**src/rtl/fbwin_pkg.sv**
```systemverilog
package fbwin_pkg;
  typedef enum logic {
    SCAN_HORIZ = 1'b0,
    SCAN_VERT  = 1'b1
  } scan_order_e;
endpackage

```
**src/rtl/fbwin_axis.sv**
```systemverilog
module fbwin_axis #(
  parameter int LIMIT = 64,
  parameter int W     = (LIMIT > 1) ? $clog2(LIMIT) : 1
) (
  input  logic         clk,
  input  logic         rst,
  input  logic         load,
  input  logic [W-1:0] first_in,
  input  logic [W-1:0] last_in,
  input  logic         step,
  output logic [W-1:0] cur,
  output logic         at_wrap
);
  logic [W-1:0] first_q, last_q, first_n, last_n;
  logic [W:0]   inc;

  // Fold out-of-range load values back into 0..LIMIT-1
  generate
    if (LIMIT == (1 << W)) begin : g_pow2
      assign first_n = first_in;
      assign last_n  = last_in;
    end else begin : g_fold
      localparam logic [W-1:0] LIM_V = W'(LIMIT);
      assign first_n = (first_in >= LIM_V) ? first_in - LIM_V : first_in;
      assign last_n  = (last_in  >= LIM_V) ? last_in  - LIM_V : last_in;
    end
  endgenerate

  assign inc     = {1'b0, cur} + {{W{1'b0}}, 1'b1};
  assign at_wrap = inc > {1'b0, last_q};

  always_ff @(posedge clk) begin
    if (rst) begin
      first_q <= '0;
      last_q  <= W'(LIMIT - 1);
      cur     <= '0;
    end else if (load) begin
      first_q <= first_n;
      last_q  <= last_n;
      cur     <= first_n;
    end else if (step) begin
      cur <= at_wrap ? first_q : inc[W-1:0];
    end
  end
endmodule

```
**src/rtl/fbwin_flag.sv**
```systemverilog
module fbwin_flag (
  input  logic clk,
  input  logic rst,
  input  logic set,
  input  logic clr,
  output logic q
);
  always_ff @(posedge clk) begin
    if (rst)      q <= 1'b0;
    else if (set) q <= 1'b1;
    else if (clr) q <= 1'b0;
  end
endmodule

```
**src/rtl/fbwin_addr_gen.sv**
```systemverilog
module fbwin_addr_gen
  import fbwin_pkg::*;
#(
  parameter int COLS   = 64,
  parameter int ROWS   = 80,
  parameter int DW     = 8,
  parameter int COL_W  = $clog2(COLS),
  parameter int ROW_W  = $clog2(ROWS),
  parameter int ADDR_W = $clog2(COLS * ROWS)
) (
  input  logic              clk,
  input  logic              rst,
  input  logic              col_load,
  input  logic [COL_W-1:0]  col_first,
  input  logic [COL_W-1:0]  col_last,
  input  logic              row_load,
  input  logic [ROW_W-1:0]  row_first,
  input  logic [ROW_W-1:0]  row_last,
  input  logic              vert_mode,
  input  logic              data_strobe,
  input  logic [DW-1:0]     data_in,
  input  logic              redraw_clr,
  output logic              wr_en,
  output logic [ADDR_W-1:0] wr_addr,
  output logic [DW-1:0]     wr_data,
  output logic              redraw_pending
);
  localparam logic [ADDR_W-1:0] COLS_A = ADDR_W'(COLS);

  scan_order_e  order;
  logic [COL_W-1:0] col_cur;
  logic [ROW_W-1:0] row_cur;
  logic col_wrap, row_wrap, col_step, row_step;
  logic [ADDR_W-1:0] addr_n;

  assign order    = scan_order_e'(vert_mode);
  // inner axis steps every byte; outer axis steps on inner wrap
  assign col_step = data_strobe & ((order == SCAN_VERT)  ? row_wrap : 1'b1);
  assign row_step = data_strobe & ((order == SCAN_HORIZ) ? col_wrap : 1'b1);

  fbwin_axis #(.LIMIT(COLS), .W(COL_W)) u_col (
    .clk(clk), .rst(rst), .load(col_load), .first_in(col_first),
    .last_in(col_last), .step(col_step), .cur(col_cur), .at_wrap(col_wrap)
  );

  fbwin_axis #(.LIMIT(ROWS), .W(ROW_W)) u_row (
    .clk(clk), .rst(rst), .load(row_load), .first_in(row_first),
    .last_in(row_last), .step(row_step), .cur(row_cur), .at_wrap(row_wrap)
  );

  assign addr_n = ADDR_W'(row_cur) * COLS_A + ADDR_W'(col_cur);

  always_ff @(posedge clk) begin
    if (rst) begin
      wr_en   <= 1'b0;
      wr_addr <= '0;
      wr_data <= '0;
    end else begin
      wr_en <= data_strobe;
      if (data_strobe) begin
        wr_addr <= addr_n;
        wr_data <= data_in;
      end
    end
  end

  fbwin_flag u_redraw (
    .clk(clk), .rst(rst), .set(data_strobe), .clr(redraw_clr),
    .q(redraw_pending)
  );
endmodule

```
**config.mk**
```make
export PLATFORM = sky130hd
export DESIGN_NAME = fbwin_addr_gen
export DESIGN_NICKNAME = d
export VERILOG_FILES = /design/src/rtl/fbwin_pkg.sv /design/src/rtl/fbwin_axis.sv /design/src/rtl/fbwin_flag.sv /design/src/rtl/fbwin_addr_gen.sv
export SDC_FILE = /design/constraint.sdc
export NUM_CORES = 1
export LEC_CHECK = 0
export BUFFER_PORTS_ARGS = -buffer_cell sky130_fd_sc_hd__buf_2
export CAP_MARGIN = 5
export CORE_ASPECT_RATIO = 1.25
export CORE_MARGIN = 8
export CORE_UTILIZATION = 50
export CTS_BUF_LIST = sky130_fd_sc_hd__clkbuf_16
export DETAILED_ROUTE_END_ITERATION = 8
export PLACE_DENSITY = 0.74
export SKIP_LAST_GASP = 1
export SLEW_MARGIN = 20
export SYNTH_ARGS = -nofsm -noshare
export SYNTH_HDL_FRONTEND = slang
export SYNTH_HIERARCHICAL = 1
export SYNTH_SLANG_ARGS = --single-unit
```
**constraint.sdc**
```tcl
create_clock -name clk -period 4.74 [get_ports clk]
set_clock_uncertainty 0.2 [all_clocks]
set_input_delay 0.711 -clock clk [delete_from_list [all_inputs] [get_ports clk]]
set_output_delay 0.711 -clock clk [all_outputs]
set_load 0.1 [all_outputs]
```
Word level (Yosys, flattened, before mapping) --
Index checks and enable logic that the tools add are counted.
Cells by class: add/sub/neg operators 5, eq/ne operators 0, reductions and logical operators 3, order comparisons 4, multipliers 0, shift-type cells 0, divide/modulo/power cells 0, bitwise logic cells 2, mux-type cells 12
Operators with widths (number):
- $mux W7 | 5
- $mux W6 | 3
- $ge A7 B7 Y1 const B | 2
- $sub A7 B7 Y7 const B | 2
- $add A13 B6 Y13 | 1
- $add A7 B1 Y8 const B | 1
- $gt A8 B7 Y1 | 1
- $add A6 B1 Y7 const B | 1
- $gt A7 B6 Y1 | 1
- $reduce_bool A2 Y1 | 3
- $mux W1 | 4
- $and A1 B1 Y1 | 2
Word-level totals: output and inout bits 23, bits in read-only memories 0, RAM bits 0, memories kept 0, input port bits 41, register bits after elaboration 62, word-level logic and storage cells 36, latch bits 0

Logic depth before layout (Yosys ltp) --
Gate-level depths: netlist of run 1.
depth after elaboration 6, depth in mapped cells 17, mapped depth without buffers 17

Hierarchy --
The synthesis of run 1 kept the hierarchy.
By module, submodules not included:
- fbwin_axis (u_row) | times used 1, cells each 166, area each 1327.5 um2
- fbwin_axis (u_col) | times used 1, cells each 124, area each 1022.2 um2
- fbwin_addr_gen | times used 1, cells each 73, area each 814.5 um2
- fbwin_flag | times used 1, cells each 4, area each 38.8 um2

Worst setup path before layout of run 1 --
Ideal clock, no wire load.
path kind flip-flop to flip-flop, from register u_row.cur[2], to register u_col.cur[5], setup slack 1.451 ns, arrival 3.031 ns, path buffers 0, library setup time 0.058 ns, period minus slack after synthesis 3.289 ns, stages on the path, launching flop included 18, required time 4.482 ns, cells stage by stage dfxtp_1 -> nand3_1 -> nor2_1 -> xnor2_1 -> inv_1 -> ha_1 -> and3_1 -> a22oi_1 -> o21bai_4 -> nor2_1 -> inv_2 -> inv_1 -> a21boi_0 -> or2_2 -> o21ai_0 -> nand2b_1 -> nor4b_1 -> a211o_1
Between the ends: word-level cells in the longest chain between the ends 5
RTL lines:
- from (decl) | line fbwin_axis.sv:11 | output logic [W-1:0] cur,
- from (signal assigned) | line fbwin_axis.sv:40 | cur <= first_n;
- from (signal assigned) | line fbwin_axis.sv:42 | cur <= at_wrap ? first_q : inc[W-1:0];
- $add A7 B1 Y8 | line fbwin_axis.sv:29 | assign inc = {1'b0, cur} + {{W{1'b0}}, 1'b1};
- $gt A8 B7 Y1 | line fbwin_axis.sv:30 | assign at_wrap = inc > {1'b0, last_q};
- via row_wrap | line fbwin_addr_gen.sv:33 | logic col_wrap, row_wrap, col_step, row_step;
- $mux W1 | line fbwin_addr_gen.sv:38 | assign col_step = data_strobe & ((order == SCAN_VERT) ? row_wrap : 1'b1);
- $and A1 B1 Y1 | line fbwin_addr_gen.sv:38
- via col_step | line fbwin_addr_gen.sv:33
- $reduce_bool A2 Y1 (no line)
- to (signal assigned) | line fbwin_axis.sv:40
- to (signal assigned) | line fbwin_axis.sv:42
- to (decl) | line fbwin_axis.sv:11
The timed path passes the listed nets, and every way through them passes these cells. A chain may end at the register's enable or synchronous reset.

Final worst setup path of run 1 --
Ends and elaborated chain as after synthesis.

==> impl_metrics.csv, run 1 <==
group,metric,value,unit
cells_and_area,nets,487,
job,maxCapViolCount,0,
global_routing,use_met1,18.5,%
clock_network,cts_resized,0,
setup_path,cp.required,4.81,ns
pwr,p_clk_share,44.8,%
synthesis,synth_ff_type,"dfxtp_1",
clock_network,clk_path_buf_depth,2,
sta,fin_crit_sh,80.3,%
synthesis,synthSimpleGateAreaFrac,19.3,%
global_routing,use_met3,3.65,%
global_routing,top_usage_layer,"met2",
clock_network,htreeDepth,3,
synthesis,synth-seq-cells,62,
setup_path,crit_path_start_kind,"flop",
sta,slew_headroom,51.8,%
placement,gp_congestion,0.848,
setup_path,r2r_slack,0.93,ns
synthesis,synth_xor_area_share,2.46,%
floorplanning,die-area,0.00924,sq mm
setup_path,r2r-start,"u_row/cur[2]",
placement,place_hpwl,5.44,mm
global_routing,grt_pass1_vias,2708,
setup_path,critPathCapture,"u_col/cur[5]",
sta,min_period,3.81,ns
global_routing,grt_remaining_overflow,0,
pwr,p_leak,1.82,nW
cells_and_area,drive_gt1_share,19.2,%
sta,tightest_slew,0.717,ns
pwr,p_switching,426,uW
synthesis,synthArstFlopShare,0,%
pwr,p_sw_share,28.0,%
clock_network,cts_tree,"built",
cells_and_area,nFillCells,563,
synthesis,yosysSeqAreaShare,38.7,%
clock_network,numCtsBuffers,9,
detailed_routing,firstDrtPassIters,4,
synthesis,synth_cell_types,48,
clock_network,clk_latency,0.32,ns
detailed_routing,ant_nets,0,
pwr,powerDensity,397,mW/mm^2
sta,timing.fmax,0.263,GHz
setup_path,crit_start,"u_row/cur[2]",
global_routing,grt_use_met2,29.0,%
detailed_routing,vias,2773,
synthesis,syn_nets,427,
floorplanning,rows,32,
sta,finalHoldViolations,0,
clock_network,clock-sinks,62,
sta,finalMaxSlewViolations,0,
cells_and_area,syn2layout_area_growth,19.7,%
clock_network,post_cts_buffers,0,
clock_network,hold_buffers,0,
setup_path,cp_max_fo,8,
sta,finalSetupViolCount,0,
clock_network,root_buffer,"clkbuf_16",
sta,fin_tns_setup,0,ns
global_routing,grt_max_degree,37,
synthesis,ys.warnings.count,6,
synthesis,avgSynthCellArea,8.73,sq um
setup_path,cp-end-kind,"flop",
pwr,ir_drop,0.000235,V
setup_path,r2r_cells,16,
floorplanning,die_y,105,um
floorplanning,die_w,87.6,um
placement,port_buffers,63,
global_routing,antenna_found_initial,0,
pwr,combPwrFrac,17.0,%
detailed_routing,detail_route.wl_per_cell,14.3,um
floorplanning,core_area,0.00621,sq mm
synthesis,syn_inst,367,
floorplanning,start_util,51.6,%
synthesis,netlist_area,0.00320,sq mm
setup_path,arrival,3.88,ns
hold_path,hold_class,"flop to flop",
synthesis,synth_compound_area_share,17.3,%
status,status,"finished, final reports clean",
detailed_routing,first_iter_violations,179,
pwr,seq_power_share,38.2,%
detailed_routing,via_per_inst,5.36,
synthesis,yosys-mux-area-fraction,8.13,%
pwr,power.total,1.52,mW
synthesis,synth_top_family_by_area,"simple AND/OR/NAND/NOR gates",
detailed_routing,drc,0,
clock_network,clkTransAtPathRegs,0.05,ns
setup_path,critPathKind,"flop to flop",
global_routing,grt_pass1_wl,12.4,mm
setup_path,r2r-end,"u_col/cur[5]",
synthesis,synth-adder-area-share,7.42,%
synthesis,synth_edf_count,0,
global_routing,track_usage,16.7,%
cells_and_area,diodes,0,
sta,grt_setup_unrepaired,"false",
floorplanning,pin_count,64,
pwr,internal_power,1.09,mW
detailed_routing,wirelength,7.39,mm
==> state kept, by name, summed over array words and instances, names as in the netlist <==
signal and flops:
u_col/cur 6, u_col/last_q 6, wr_addr 13, u_row/cur 7, u_row/last_q 7, u_col/first_q 6, wr_data 8, u_redraw/q 1
wr_en 1, u_row/first_q 7
==> cell families after synthesis <==
kind of cell | after synthesis
flip-flops | 62
XOR/XNOR | 9
AO/OA/AOI/OAI | 78
multiplexers | 26
adder cells (fa/ha/maj) | 19
buffers and inverters | 42
AND/OR/NAND/NOR | 131
==> Yosys cell counts (2+ instances only) <==
cell type / count / area [sq um]
buf_6: 3 / 33.8
xor2_1: 3 / 26.3
o211ai_1: 18 / 135
o21ai_0: 8 / 40.0
a311o_1: 4 / 40.0
a21o_1: 4 / 30.0
nand2b_1: 12 / 75.1
ha_1: 19 / 238
nand3_1: 13 / 65.1
a22oi_1: 4 / 30.0
buf_12: 2 / 40.0
clkbuf_1: 8 / 30.0
nor3_1: 5 / 25.0
a21oi_1: 20 / 100
o2111ai_1: 2 / 17.5
o21a_1: 2 / 15.0
clkinv_1: 2 / 7.51
nor4b_1: 2 / 17.5
nor2b_1: 2 / 12.5
dfxtp_1: 62 / 1240
nor2_1: 40 / 150
mux2i_1: 26 / 260
nor4_1: 5 / 31.3
and3_1: 5 / 31.3
inv_1: 24 / 90.1
xnor2_1: 6 / 52.6
nand2_1: 38 / 143
nor3b_1: 3 / 22.5
a211o_1: 6 / 52.6
==> layout make-up <==
class                   count  area [sq um]  share of cell area (%)
well taps                  85           106                    2.77
clock inverters             7          88.8                    2.32
clock buffers               9           225                    5.87
multi-input cells         263          1750                    45.6
repair buffers             64           323                    8.42
inverters                  27           101                    2.64
flip-flops and latches     62          1240                    32.4
==> power groups by stage <==
stage / registers [mW] / logic [mW] / clock network [mW]
6_report: 0.581 / 0.258 / 0.681
5_1_grt: 0.585 / 0.282 / 0.717
4_1_cts: 0.581 / 0.259 / 0.693
3_5_place_dp: 0.591 / 0.257 / 0
3_3_place_gp: 0.590 / 0.253 / 0
2_1_floorplan: 0.656 / 0.131 / 0
==> worst max-delay path: stages (launching register included) <==
cell and delay, ns:
dfxtp_1 0.44, nand3_1 0.21, nor2_1 0.17, xnor2_1 0.15, inv_1 0.06, ha_1 0.30
nand3_1 0.10, a211oi_2 0.52, nor2_1 0.15, inv_2 0.15, inv_1 0.05, a21boi_0 0.29
or2_2 0.21, o21ai_0 0.12, nand2b_1 0.17, nor4b_1 0.29, a211o_1 0.14
==> how the worst min path moves through the flow <==
stage	start	endpoint	slack (ns)	depth (start not counted)
2_1_floorplan	u_col/first_q[1]	u_col/first_q[1]	0.24	2
3_3_place_gp	u_row/last_q[5]	u_row/last_q[5]	0.26	2
3_5_place_dp	u_row/last_q[5]	u_row/last_q[5]	0.26	2
4_1_cts	u_row/last_q[5]	u_row/last_q[5]	0.27	2
5_1_grt	u_row/last_q[5]	u_row/last_q[5]	0.29	2
6_report	u_row/last_q[5]	u_row/last_q[5]	0.27	2
==> cell usage in the layout, fill, tap and decap left out, types with 13 or more instances in the layout <==
master    count
inv_1        24
mux2i_1      26
nand3_1      13
dfxtp_1      62
a21oi_1      20
nor2_1       40
o211ai_1     18
buf_2        63
nand2_1      38
ha_1         19
==> through the flow <==
| step | instance area (sq um) | hold slack, ns | setup WS [ns] | instances | utilization, % |
|---|---|---|---|---|---|
| after floorplan | 3200 | 0.242 | 1.45 | 367 | - |
| after global placement | 3520 | 0.257 | 1.07 | 501 | 56.7 |
| after detailed placement | 3520 | 0.260 | 0.984 | 501 | 56.7 |
| after CTS | 3830 | 0.267 | 0.951 | 517 | 61.8 |
| after global routing | 3830 | 0.289 | 0.509 | 517 | 61.8 |
| final | 3830 | 0.268 | 0.933 | 517 | 61.8 |
==> per-layer routing <==
layer / wire [um] / share of wire, % / up-vias
li1: - / - / 1417
met2: 3730 / 50 / 64
met1: 3130 / 42 / 1279
met5: 0 / 0 / -
met3: 380 / 5.1 / 13
met4: 153 / 2.1 / 0
Power figures use the tool's default switching activity.
==> run 2: changes to the inputs <==
clock period = 3.7 ns   (was 4.74 ns; I/O delays follow)
==> impl_metrics.csv, run 2 (synthesized netlist as in run 1, its figures left out) <==
group,metric,value,unit
status,status,"finished, final reports clean",
floorplanning,die_y,105,um
setup_path,crit_path_start_kind,"flop",
sta,finalMaxSlewViolations,0,
clock_network,hold_buffers,0,
clock_network,clkTransAtPathRegs,0.06,ns
setup_path,cp_slowest_stage_delay,0.45,ns
cells_and_area,syn2layout_area_growth,20.2,%
setup_path,crit_slowest_cell,"dfxtp_1",
cells_and_area,final_area,0.00385,sq mm
clock_network,htreeDepth,3,
cells_and_area,final_cell_mix,"buf_2 (63), dfxtp_1 (62), nor2_1 (40)",
detailed_routing,vias,2827,
sta,finalHoldViolations,0,
floorplanning,start_util,51.6,%
pwr,powerDensity,477,mW/mm^2
detailed_routing,detail_route.wl_per_cell,14.3,um
cells_and_area,largest_reg_flops,13,
placement,gp_congestion,0.903,
clock_network,clk_path_buf_depth,2,
placement,place_hpwl,5.53,mm
pwr,p_clk_share,41.1,%
clock_network,numCtsBuffers,9,
cells_and_area,nets,493,
placement,postPlaceCellArea,0.00356,sq mm
clock_network,cts_tree,"built",
sta,slew_headroom,66.4,%
floorplanning,pin_count,64,
setup_path,critPathKind,"flop to flop",
floorplanning,die-area,0.00924,sq mm
global_routing,grt_pass1_wl,12.5,mm
sta,tightest_slew,0.507,ns
setup_path,crit_chain,"and3_1 -> nand3_1 -> xnor2_1 -> ha_1 -> a21oi_1 -> a22oi_1 -> o21bai_4 -> nor2_1 -> inv_2 -> inv_1 -> a21boi_2 -> or2_2 -> o21ai_1 -> nand2b_1 -> nor4b_1 -> a211o_1",
global_routing,track_usage,16.9,%
clock_network,post_cts_buffers,0,
detailed_routing,first_iter_violations,138,
detailed_routing,firstDrtPassIters,4,
sta,min_period,3.49,ns
floorplanning,rows,32,
global_routing,antenna_found_initial,0,
cells_and_area,top_regs,"wr_addr: 13 flops, wr_data: 8 flops",
setup_path,arrival,3.50,ns
global_routing,grt_remaining_overflow,0,
setup_path,cp.required,3.71,ns
global_routing,grt_pass1_vias,2845,
pwr,p_leak,1.84,nW
pwr,combPwrFrac,18.5,%
cells_and_area,nFillCells,540,
pwr,internal_power,1.27,mW
setup_path,cp_max_fo,7,
cells_and_area,diodes,0,
clock_network,cts_resized,0,
cells_and_area,largest-register,"wr_addr",
pwr,p_switching,560,uW
placement,port_buffers,63,
detailed_routing,ant_nets,0,
floorplanning,core_area,0.00621,sq mm
cells_and_area,drive_gt1_share,20.8,%
pwr,ir_drop,0.000238,V
detailed_routing,drc,0,
detailed_routing,via_per_inst,5.41,
cells_and_area,final_common_cell,"buf_2",
global_routing,grt_max_degree,37,
job,maxCapViolCount,0,
clock_network,clk_latency,0.32,ns
sta,timing.fmax,0.287,GHz
detailed_routing,wirelength,7.48,mm
floorplanning,die_w,87.6,um
sta,fin_tns_setup,0,ns
hold_path,hold_class,"primary input to flop",
setup_path,crit_buf_inv,2,
setup_path,cp-end-kind,"flop",
setup_path,critPathTopFamily,"compound AO/OA/AOI/OAI gates",
sta,finalSetupViolCount,0,
sta,grt_setup_unrepaired,"false",
pwr,seq_power_share,40.5,%
clock_network,clock-sinks,62,
sta,fin_crit_sh,94.3,%
pwr,p_sw_share,30.5,%
clock_network,root_buffer,"clkbuf_16",
run 2: cell types whose count changed in the layout (fill, tap and decap cells not counted), sizes merged:
cell,delta
buf,+6
bufinv,-2
clkinv,+1
inv,+1
run 2: routing by layer:
layer / global-route usage [%] / wire [um] / up-vias
met5: 0 / 0 / -
met4: 8.38 / 143 / 0
met3: 4.43 / 428 / 12
met2: 28.9 / 3680 / 75
met1: 18.7 / 3230 / 1310
li1: - / - / 1430
run 2: through the flow:
step | hold slack (ns) | worst slack, ns | cells | util, % | total power, mW
global placement | 0.254 | 0.217 | 507 | 57.4 | 1.08
detailed placement | 0.261 | 0.0870 | 507 | 57.4 | 1.09
CTS | 0.241 | 0.0727 | 523 | 61.9 | 1.85
floorplan | 0.242 | 0.411 | 367 | - | 1.01
global route | 0.258 | 0.0150 | 523 | 62.0 | 1.92
finish | 0.248 | 0.211 | 523 | 62.0 | 1.84
run 2: final timing paths:
path | startpoint | to | slack [ns] | depth (start not counted)
max | u_row/cur[4] | u_col/cur[5] | 0.21 | 16
min | col_last[0] | u_col/last_q[0] | 0.25 | 3
max reg2reg | u_row/cur[4] | u_col/cur[5] | 0.21 | 16
min reg2reg | u_row/last_q[5] | u_row/last_q[5] | 0.27 | 2
run 2: cell type report:
cell class / instances / area (sq um) / share of cell area (%)
clock inverters: 7 / 50.0 / 1.30
repair buffers: 70 / 368 / 9.56
inverters: 27 / 101 / 2.63
flip-flops and latches: 62 / 1240 / 32.2
multi-input cells: 263 / 1760 / 45.6
clock buffers: 9 / 225 / 5.85
well taps: 85 / 106 / 2.76
run 2: power by group through the flow:
stage / clock network (mW) / logic [mW] / registers, mW
finish: 0.754 / 0.339 / 0.742
CTS: 0.772 / 0.339 / 0.741
detailed placement: 0 / 0.337 / 0.755
global placement: 0 / 0.329 / 0.754
global route: 0.801 / 0.371 / 0.748
floorplan: 0 / 0.168 / 0.841
run 2: tightest hold or removal path: stages:
cell	delay, ns
buf_2	0.07
mux2i_1	0.05
nand2_1	0.06
==> run 3: changes to the inputs <==
CTS_CLUSTER_DIAMETER = 150   (was not set)
PLACE_DENSITY = 0.73   (was 0.74)
==> impl_metrics.csv, run 3 (synthesized netlist as in run 1, its figures left out) <==
group,metric,value,unit
clock_network,cts_tree,"built",
setup_path,arrival,3.50,ns
sta,fin_tns_setup,0,ns
sta,slew_headroom,63.4,%
setup_path,cp_max_fo,7,
status,status,"finished, final reports clean",
floorplanning,die_w,87.6,um
detailed_routing,drc,0,
cells_and_area,diodes,0,
cells_and_area,largest-register,"wr_addr",
setup_path,critPathKind,"flop to flop",
clock_network,clk_latency,0.33,ns
placement,postPlaceCellArea,0.00356,sq mm
sta,finalHoldViolations,0,
floorplanning,start_util,51.6,%
detailed_routing,wirelength,7.58,mm
detailed_routing,detail_route.wl_per_cell,14.5,um
global_routing,antenna_found_initial,0,
pwr,p_leak,1.88,nW
setup_path,crit_buf_inv,2,
sta,tightest_slew,0.548,ns
cells_and_area,drive_gt1_share,22.4,%
floorplanning,die_y,105,um
global_routing,grt_pass1_wl,12.7,mm
clock_network,root_buffer,"clkbuf_16",
job,maxCapViolCount,0,
cells_and_area,nets,493,
global_routing,grt_remaining_overflow,0,
sta,min_period,3.49,ns
setup_path,cp-end-kind,"flop",
detailed_routing,first_iter_violations,129,
setup_path,crit_path_start_kind,"flop",
floorplanning,core_area,0.00621,sq mm
floorplanning,die-area,0.00924,sq mm
sta,finalSetupViolCount,0,
pwr,ir_drop,0.000326,V
cells_and_area,top_regs,"wr_addr: 13 flops, wr_data: 8 flops",
setup_path,cp.required,3.71,ns
placement,place_hpwl,5.56,mm
sta,fin_crit_sh,94.4,%
setup_path,critPathTopFamily,"simple AND/OR/NAND/NOR gates",
placement,gp_congestion,0.962,
floorplanning,rows,32,
placement,port_buffers,63,
cells_and_area,final_cell_mix,"buf_2 (63), dfxtp_1 (60), nor2_1 (40)",
setup_path,cp_slowest_stage_delay,0.43,ns
setup_path,crit_slowest_cell,"dfxtp_1",
hold_path,hold_class,"primary input to flop",
cells_and_area,final_area,0.00392,sq mm
sta,finalMaxSlewViolations,0,
clock_network,hold_buffers,0,
setup_path,crit_chain,"and3_1 -> nand3_1 -> xnor2_2 -> ha_1 -> a21oi_1 -> a22oi_1 -> o21bai_4 -> nor2_1 -> inv_2 -> inv_1 -> a21boi_2 -> or2_2 -> o21ai_1 -> nand2b_1 -> nor4b_2 -> a211o_1",
clock_network,clkTransAtPathRegs,0.05,ns
global_routing,track_usage,17.2,%
pwr,powerDensity,505,mW/mm^2
floorplanning,pin_count,64,
detailed_routing,via_per_inst,5.36,
clock_network,htreeDepth,3,
sta,grt_setup_unrepaired,"false",
detailed_routing,ant_nets,0,
cells_and_area,syn2layout_area_growth,22.4,%
global_routing,grt_max_degree,57,
cells_and_area,final_common_cell,"buf_2",
clock_network,numCtsBuffers,9,
clock_network,clock-sinks,62,
global_routing,grt_pass1_vias,2873,
detailed_routing,vias,2803,
clock_network,clk_path_buf_depth,2,
cells_and_area,largest_reg_flops,13,
cells_and_area,nFillCells,525,
sta,timing.fmax,0.286,GHz
detailed_routing,firstDrtPassIters,5,
[run 3: changes by cell type in the layout (fill, tap and decap cells not counted), sizes merged]
| cell | previous run | this run |
|---|---|---|
| bufinv | 0 | 2 |
| clkinv | 7 | 4 |
| clkinvlp | 1 | 2 |
[run 3: final timing paths]
kind | to | slack (ns) | startpoint | depth (start not counted)
hold / removal | u_col/last_q[2] | 0.24 | col_last[2] | 3
hold reg to reg | u_col/first_q[1] | 0.27 | u_col/first_q[1] | 2
setup / recovery | u_col/cur[5] | 0.21 | u_row/cur[5] | 16
setup reg to reg | u_col/cur[5] | 0.21 | u_row/cur[5] | 16
[run 3: timing repair]
| item | 4_1_cts | 5_1_grt |
|---|---|---|
| setup endpoints to repair | 0 | 5 |
| gates resized for setup | 0 | 9 |
| buffers inserted | 0 | 0 |
[run 3: power breakdown]
part / internal, mW / total [mW] / switching (mW) / leakage [nW]
combinational: 0.112 / 0.341 / 0.229 / 1.21
clock: 0.591 / 0.893 / 0.303 / 0.152
sequential: 0.712 / 0.744 / 0.0319 / 0.512
total: 1.41 / 1.98 / 0.564 / 1.88
[run 3: per-layer routing]
metal	vias up	wire, um	part of all wire (%)	GRT usage, %
met5	-	0	0	0
met4	0	151	2.0	8.75
met3	14	475	6.3	5.36
met2	81	3740	49	28.9
met1	1281	3220	42	18.8
li1	1427	-	-	-
[run 3: cell type report]
cell class | instances | area (sq um) | share of cell area (%)
well taps | 85 | 106 | 2.71
clock inverters | 7 | 97.6 | 2.49
repair buffers | 70 | 368 | 9.38
inverters | 27 | 101 | 2.59
multi-input cells | 263 | 1780 | 45.4
flip-flops and latches | 62 | 1240 | 31.7
clock buffers | 9 | 225 | 5.75
[run 3: worst reg2reg max path: cells and delay by family (launching register included)]
| family | cells | cell delay [ns] |
|---|---|---|
| XOR/XNOR | 1 | 0.17 |
| AND/OR/NAND/NOR | 6 | 1.02 |
| buffers and inverters | 2 | 0.19 |
| flip-flops | 1 | 0.43 |
| AO/OA/AOI/OAI | 6 | 1.02 |
| adder cells (fa/ha/maj) | 1 | 0.33 |
[run 3: per-stage QoR]
stage	util [%]	setup slack (ns)	cells	total power [mW]	hold slack, ns
4_1_cts	62.6	0.00255	523	1.99	0.236
6_report	63.2	0.206	523	1.98	0.243
3_5_place_dp	57.4	0.0867	507	1.09	0.264
5_1_grt	63.2	0.0143	523	2.07	0.244
2_1_floorplan	-	0.411	367	1.01	0.242
3_3_place_gp	57.4	0.213	507	1.08	0.259
